==> src/rtl/rx_eos_pkg.sv <==
package rx_eos_pkg;

    localparam int CG_W     = 5;
    localparam int NIB_W    = 4;
    localparam int NUM_DATA = 1 << NIB_W;

    localparam logic [CG_W-1:0] CG_T = 5'b01101;
    localparam logic [CG_W-1:0] CG_R = 5'b00111;
    localparam logic [CG_W-1:0] CG_I = 5'b11111;

    typedef enum logic [1:0] {
        PAIR_DATA,
        PAIR_END,
        PAIR_CUT
    } pair_kind_t;

    typedef enum logic [1:0] {
        ST_IDLE,
        ST_STREAM,
        ST_ABORT
    } rx_state_t;

    function automatic logic [CG_W-1:0] nib_to_cg(input logic [NIB_W-1:0] n);
        logic [CG_W-1:0] c;
        unique case (n)
            4'h0: c = 5'b11110;
            4'h1: c = 5'b01001;
            4'h2: c = 5'b10100;
            4'h3: c = 5'b10101;
            4'h4: c = 5'b01010;
            4'h5: c = 5'b01011;
            4'h6: c = 5'b01110;
            4'h7: c = 5'b01111;
            4'h8: c = 5'b10010;
            4'h9: c = 5'b10011;
            4'hA: c = 5'b10110;
            4'hB: c = 5'b10111;
            4'hC: c = 5'b11010;
            4'hD: c = 5'b11011;
            4'hE: c = 5'b11100;
            default: c = 5'b11101;
        endcase
        return c;
    endfunction

endpackage

==> src/rtl/rx_eos_sym_decode.sv <==
module rx_eos_sym_decode
    import rx_eos_pkg::*;
(
    input  logic [CG_W-1:0]  cg,
    output logic [NIB_W-1:0] nib,
    output logic             is_data
);
    // Search every data code; at most one matches.
    always_comb begin
        nib     = '0;
        is_data = 1'b0;
        for (int k = 0; k < NUM_DATA; k++) begin
            if (cg == nib_to_cg(NIB_W'(k))) begin
                nib     = NIB_W'(k);
                is_data = 1'b1;
            end
        end
    end
endmodule

==> src/rtl/rx_eos_pair_classify.sv <==
module rx_eos_pair_classify
    import rx_eos_pkg::*;
(
    input  logic [CG_W-1:0] held_cg,
    input  logic [CG_W-1:0] next_cg,
    output pair_kind_t      kind
);
    always_comb begin
        if (held_cg == CG_T && next_cg == CG_R)
            kind = PAIR_END;
        else if (held_cg == CG_I && next_cg == CG_I)
            kind = PAIR_CUT;
        else
            kind = PAIR_DATA;
    end
endmodule

==> src/rtl/rx_eos_detector.sv <==
module rx_eos_detector
    import rx_eos_pkg::*;
#(
    parameter logic [NIB_W-1:0] ERR_FILL = '0
)(
    input  logic             clk,
    input  logic             rst_n,
    input  logic [CG_W-1:0]  cg_in,
    input  logic             sof_strobe,
    input  logic             status_rd,
    output logic [NIB_W-1:0] rxd,
    output logic             rx_dv,
    output logic             rx_er,
    output logic             crs,
    output logic             bad_esd
);
    rx_state_t        state_q, state_d;
    logic [CG_W-1:0]  held_q;
    logic [NIB_W-1:0] held_nib;
    logic             held_is_data;
    pair_kind_t       pair;
    logic             cut_now;

    // One-group delay line: the held group is judged with the next one.
    always_ff @(posedge clk) begin
        if (!rst_n) held_q <= CG_I;
        else        held_q <= cg_in;
    end

    rx_eos_sym_decode u_dec (
        .cg      (held_q),
        .nib     (held_nib),
        .is_data (held_is_data)
    );

    rx_eos_pair_classify u_pair (
        .held_cg (held_q),
        .next_cg (cg_in),
        .kind    (pair)
    );

    assign cut_now = (state_q == ST_STREAM) && (pair == PAIR_CUT);

    // Next-state logic
    always_comb begin
        state_d = state_q;
        unique case (state_q)
            ST_IDLE:   if (sof_strobe) state_d = ST_STREAM;
            ST_STREAM: begin
                unique case (pair)
                    PAIR_END:  state_d = ST_IDLE;
                    PAIR_CUT:  state_d = ST_ABORT;
                    default:   state_d = ST_STREAM;
                endcase
            end
            default:   state_d = ST_IDLE;
        endcase
    end

    // State register
    always_ff @(posedge clk) begin
        if (!rst_n) state_q <= ST_IDLE;
        else        state_q <= state_d;
    end

    // Registered nibble interface
    always_ff @(posedge clk) begin
        if (!rst_n) begin
            rxd   <= '0;
            rx_dv <= 1'b0;
            rx_er <= 1'b0;
            crs   <= 1'b0;
        end else begin
            unique case (state_q)
                ST_IDLE: begin
                    rxd   <= '0;
                    rx_dv <= 1'b0;
                    rx_er <= 1'b0;
                    crs   <= sof_strobe;
                end
                ST_STREAM: begin
                    unique case (pair)
                        PAIR_END: begin
                            rxd   <= '0;
                            rx_dv <= 1'b0;
                            rx_er <= 1'b0;
                            crs   <= 1'b0;
                        end
                        PAIR_CUT: begin
                            rxd   <= ERR_FILL;
                            rx_dv <= 1'b1;
                            rx_er <= 1'b1;
                            crs   <= 1'b1;
                        end
                        default: begin
                            rxd   <= held_is_data ? held_nib : ERR_FILL;
                            rx_dv <= 1'b1;
                            rx_er <= !held_is_data;
                            crs   <= 1'b1;
                        end
                    endcase
                end
                default: begin
                    rxd   <= '0;
                    rx_dv <= 1'b0;
                    rx_er <= 1'b0;
                    crs   <= 1'b0;
                end
            endcase
        end
    end

    // Sticky bad-delimiter status; a new cut wins over a read.
    always_ff @(posedge clk) begin
        if (!rst_n) bad_esd <= 1'b0;
        else        bad_esd <= (bad_esd && !status_rd) || cut_now;
    end
endmodule

==> config.mk <==
export PLATFORM = sky130hd
export DESIGN_NAME = rx_eos_detector
export DESIGN_NICKNAME = d
export VERILOG_FILES = /design/src/rtl/rx_eos_pkg.sv /design/src/rtl/rx_eos_sym_decode.sv /design/src/rtl/rx_eos_pair_classify.sv /design/src/rtl/rx_eos_detector.sv
export SDC_FILE = /design/constraint.sdc
export NUM_CORES = 1
export LEC_CHECK = 0
export BUFFER_PORTS_ARGS = -buffer_cell sky130_fd_sc_hd__buf_4
export CORE_ASPECT_RATIO = 1.25
export CORE_UTILIZATION = 30
export DETAILED_ROUTE_END_ITERATION = 6
export PLACE_DENSITY_LB_ADDON = 0.25
export SYNTH_ARGS = -nofsm -noshare
export SYNTH_HDL_FRONTEND = slang
export SYNTH_SLANG_ARGS = --single-unit
==> constraint.sdc <==
create_clock -name clk -period 1.5 [get_ports clk]
set_input_delay 0.075 -clock clk [delete_from_list [all_inputs] [get_ports clk]]
set_output_delay 0.075 -clock clk [all_outputs]
set_load 0.05 [all_outputs]
==> run summary <==
For the number of setup violations in the final report, the log shows 0. For the number of non-filler instances in the completed layout, the log shows 102. Worst hold path class: in2reg. The total routing usage reported by global routing came out at 0.111.

The startpoint identified for the worst hold timing path is rst_n. The number of nets in the synthesized netlist is 67. The worst setup path is launched from a register. The critical path goes through nand3_1, or2_4, nor4_4, o21bai_1. Cell row count: 18. Tracing the worst setup path back leads to its startpoint at held_q[4].

The mux contribution to synthesized area is 0. The final routed wirelength across all metal layers is 1.03 mm. Via count of the first global-routing pass: 441. Detailed placement ended at an HPWL of 758 um. The worst vdd rail ir drop was 0.446 mV; the first-pass detailed-route iteration total was 2. The count of nets left with antenna violations once routing finished came out at 0. For the critical path required time, the log shows 1.72 ns.

The flow ran to the end, and the final reports show no timing, DRC or antenna violations. The run gives 17 as the number of top-level pins. At the pin with the least slew margin, the transition time is 0.341 ns. The area fraction in and, or, nand and nor cells after synthesis is 0.319. The final critical-path share of the clock period was 0.824. In this run the cell area of the synthesized design comes to 623 sq um. The number of cells on the worst reg-to-reg path is 4. The die boundary height came out at 53.0 um.

Setup repair after global routing left no endpoint under its margin. After clock tree synthesis, the clock-pin slew on the worst setup and hold paths is 0.09 ns. The run gives 0.482 as the fraction of the yosys area taken by sequential cells.

For the final-report max-slew violation count, the log shows 0. Post-synthesis to final-layout area growth: 34.9%. The family with the most delay on the worst path was flip-flops. For this run, design rule violations remaining after detail routing come to 0.

Counting the buffers created by CTS gives 3. The tools report the die area as 0.00226 sq mm. After detailed routing, the average wire length per cell comes to 10.1 um.

The average footprint of a synthesized cell is 10.7 sq um, and the detailed-route via count is 497. 0 antenna diodes ended up in the layout. The flop and latch count out of synthesis was 15; the total placed cells including tap cells was 92. The number of antenna violations at the first check in global routing is 0, and the compound-cell area share of the yosys netlist is 0.120.

The run gives 1.77 mm as the first-pass GRT wire length. The Yosys step of the flow raised 0 warnings. The cell sitting at the root of the clock tree is a clkbuf_4.

The max-capacitance violation count is 0, and the highest clock frequency the design can meet is 809 MHz. The tools report the clock latency of the later-clocked register in the worst-skew pair as 0.28 ns. The adder and majority gate portion of the synthesized area is 0, and the register-to-register setup slack is 0.26 ns.

The H-tree depth was 1. The tools report the cell area after placement as 753 sq um. For this block, the initial DRC count from the detailed router was 10.

The tools report the endpoint kind of the worst setup timing path as a register. The critical register-to-register path endpoint was bad_esd. For this run, the post-layout net count is 92.

The per-cell via count in the routed design was 4.87. TritonCTS built the clock tree. For this run, the slowest stage of the critical path takes 0.53 ns. Number of buffer cells added on primary ports: 16. In this run the power density over the cells is 952 mW/mm^2.

STA puts the critical path data arrival time at 1.46 ns. From left edge to right edge, the die measures 42.8 um. The region available for standard cell placement spans 0.00196 sq mm. The start-to-end type of the worst setup path was reg2reg. Launch instance of the worst register-to-register path: held_q[4]. The area fraction of the dominant cell type after synthesis is 0.482. For the setup TNS, the log shows 0 ns.

Once the clock tree was built, the setup fixing pass inserted 0 buffers. Between clock sinks in the finished design, the worst skew comes to 0.00438 ns. The fraction of layout cells with a size suffix above 1 was 0.354; the final weighted congestion in routability-driven placement was 0.748. The static leakage power was 0.395 nW; the worst-case headroom to the max-slew limit was 0.773.

The slowest stage of the critical path is the dfxtp_1 cell. The worst hold path terminates at bad_esd. After synthesis, the cell types taking the most area are dfxtp_1, nor4_4, or2b_1. The number of cells traversed by the worst hold path was 3.

The clock period could shrink to 1.24 ns. The fraction of synthesized cell area in xor and xnor cells was 0.0422; the total overflow reported by the global router was 0. After technology mapping, the gate count stands at 58. Entering global routing, the biggest net connects 11 pins. The final design utilization came out at 0.429.

Along the worst path, the maximum fanout reaches 9. The starting utilization of the core area was 0.318. After synthesis, the largest family of logic cells by area is simple AND/OR/NAND/NOR gates.

The logs give 26 for the post-synthesis cell type count and 2 for the maximum clock path buffer count. The tools report the final hold violation count as 0. The finished cells cover 841 sq um.

The run gives 15 as the clock sink total. Largest area contributor in the synthesized netlist: dfxtp_1. The critical path contains buffers and inverters numbering 0 combined.

The total power is 0.801 mW.
## layout make-up
| class | count | area, sq um |
|---|---|---|
| multi-input combinational | 39 | 300 |
| fill | 193 | 1120 |
| tap | 20 | 25.0 |
| clock buffer | 3 | 22.5 |
| sequential | 15 | 300 |
| inverter | 2 | 7.51 |
| clock inverter | 1 | 5.00 |
| timing repair buffer | 22 | 180 |
## stage by stage
step           setup WS [ns]  hold WS (ns)
2_1_floorplan          0.376         0.171
3_3_place_gp           0.263         0.264
3_5_place_dp           0.260         0.264
4_1_cts                0.238        0.0562
5_1_grt                0.130        0.0679
6_report               0.264        0.0653
## timing repair
item                                    CTS  global route
resized for setup                         0             0
hold buffers                              6             0
hold endpoints to repair                  6             0
endpoints found under the setup margin    0             0
## kinds of logic after synthesis
group | Yosys count
AND/OR/NAND/NOR | 25
flip-flops | 15
AO/OA/AOI/OAI | 11
buffers and inverters | 4
XOR/XNOR | 3
## layout by cell type, fill, tap and decap left out, types with 2 or more instances in the layout
| master | n |
|---|---|
| nand2_2 | 2 |
| buf_4 | 16 |
| o21ai_0 | 3 |
| dfxtp_1 | 15 |
| nand2_1 | 3 |
| nor4_4 | 2 |
| dlygate4sd3_1 | 6 |
| nand3_1 | 3 |
| inv_1 | 2 |
| clkbuf_4 | 3 |
| a31oi_1 | 2 |
| xnor2_1 | 2 |
| and3_1 | 3 |
| or2b_1 | 5 |
## synthesized netlist by cell type
cell and number:
buf_4 2, nor2_1 1, o211ai_1 1, dfxtp_1 15, o221ai_1 1, nand2_1 3
a21oi_2 1, nor3b_1 1, inv_1 2, or2b_1 5, nand3_1 3, nor4_4 2
o21ai_0 3, xor2_1 1, nand2b_4 1, nand2_2 2, a21oi_1 1, o21bai_1 1
xnor2_1 2, o311a_1 1, a31oi_1 2, nand2b_1 1, and2b_4 1, nand2_4 1
or2_4 1, and3_1 3
## sequential cells by signal (all words and copies together), names as in the netlist
name	flops
held_q	5
rxd	4
state_q	2
bad_esd	1
crs	1
rx_dv	1
rx_er	1
## metal layers
metal  up-vias  track usage  share of wire
li1        248            -              -
met5         -            0              0
met4         0       0.0781         0.0097
met3         2       0.0512          0.053
met1       231        0.113           0.44
met2        16        0.179           0.49
## worst max-delay path by stage
stage	slack (ns)	depth (start not counted)	endpoint
after floorplan	0.38	5	rxd[0]
after global placement	0.26	4	bad_esd
after detailed placement	0.26	4	bad_esd
after CTS	0.24	4	bad_esd
after global routing	0.13	4	rx_er
final	0.26	4	bad_esd
## power breakdown
group | total [mW] | switching [mW] | internal (mW)
logic | 0.137 | 0.0715 | 0.0652
clock network | 0.228 | 0.129 | 0.0990
registers | 0.436 | 0.0200 | 0.416
total | 0.801 | 0.220 | 0.580
## worst min-delay path, cell delays in order
cell and delay [ns]:
buf_4 0.13, nand2_1 0.05, o21bai_1 0.05
Power figures use the tool's default switching activity.
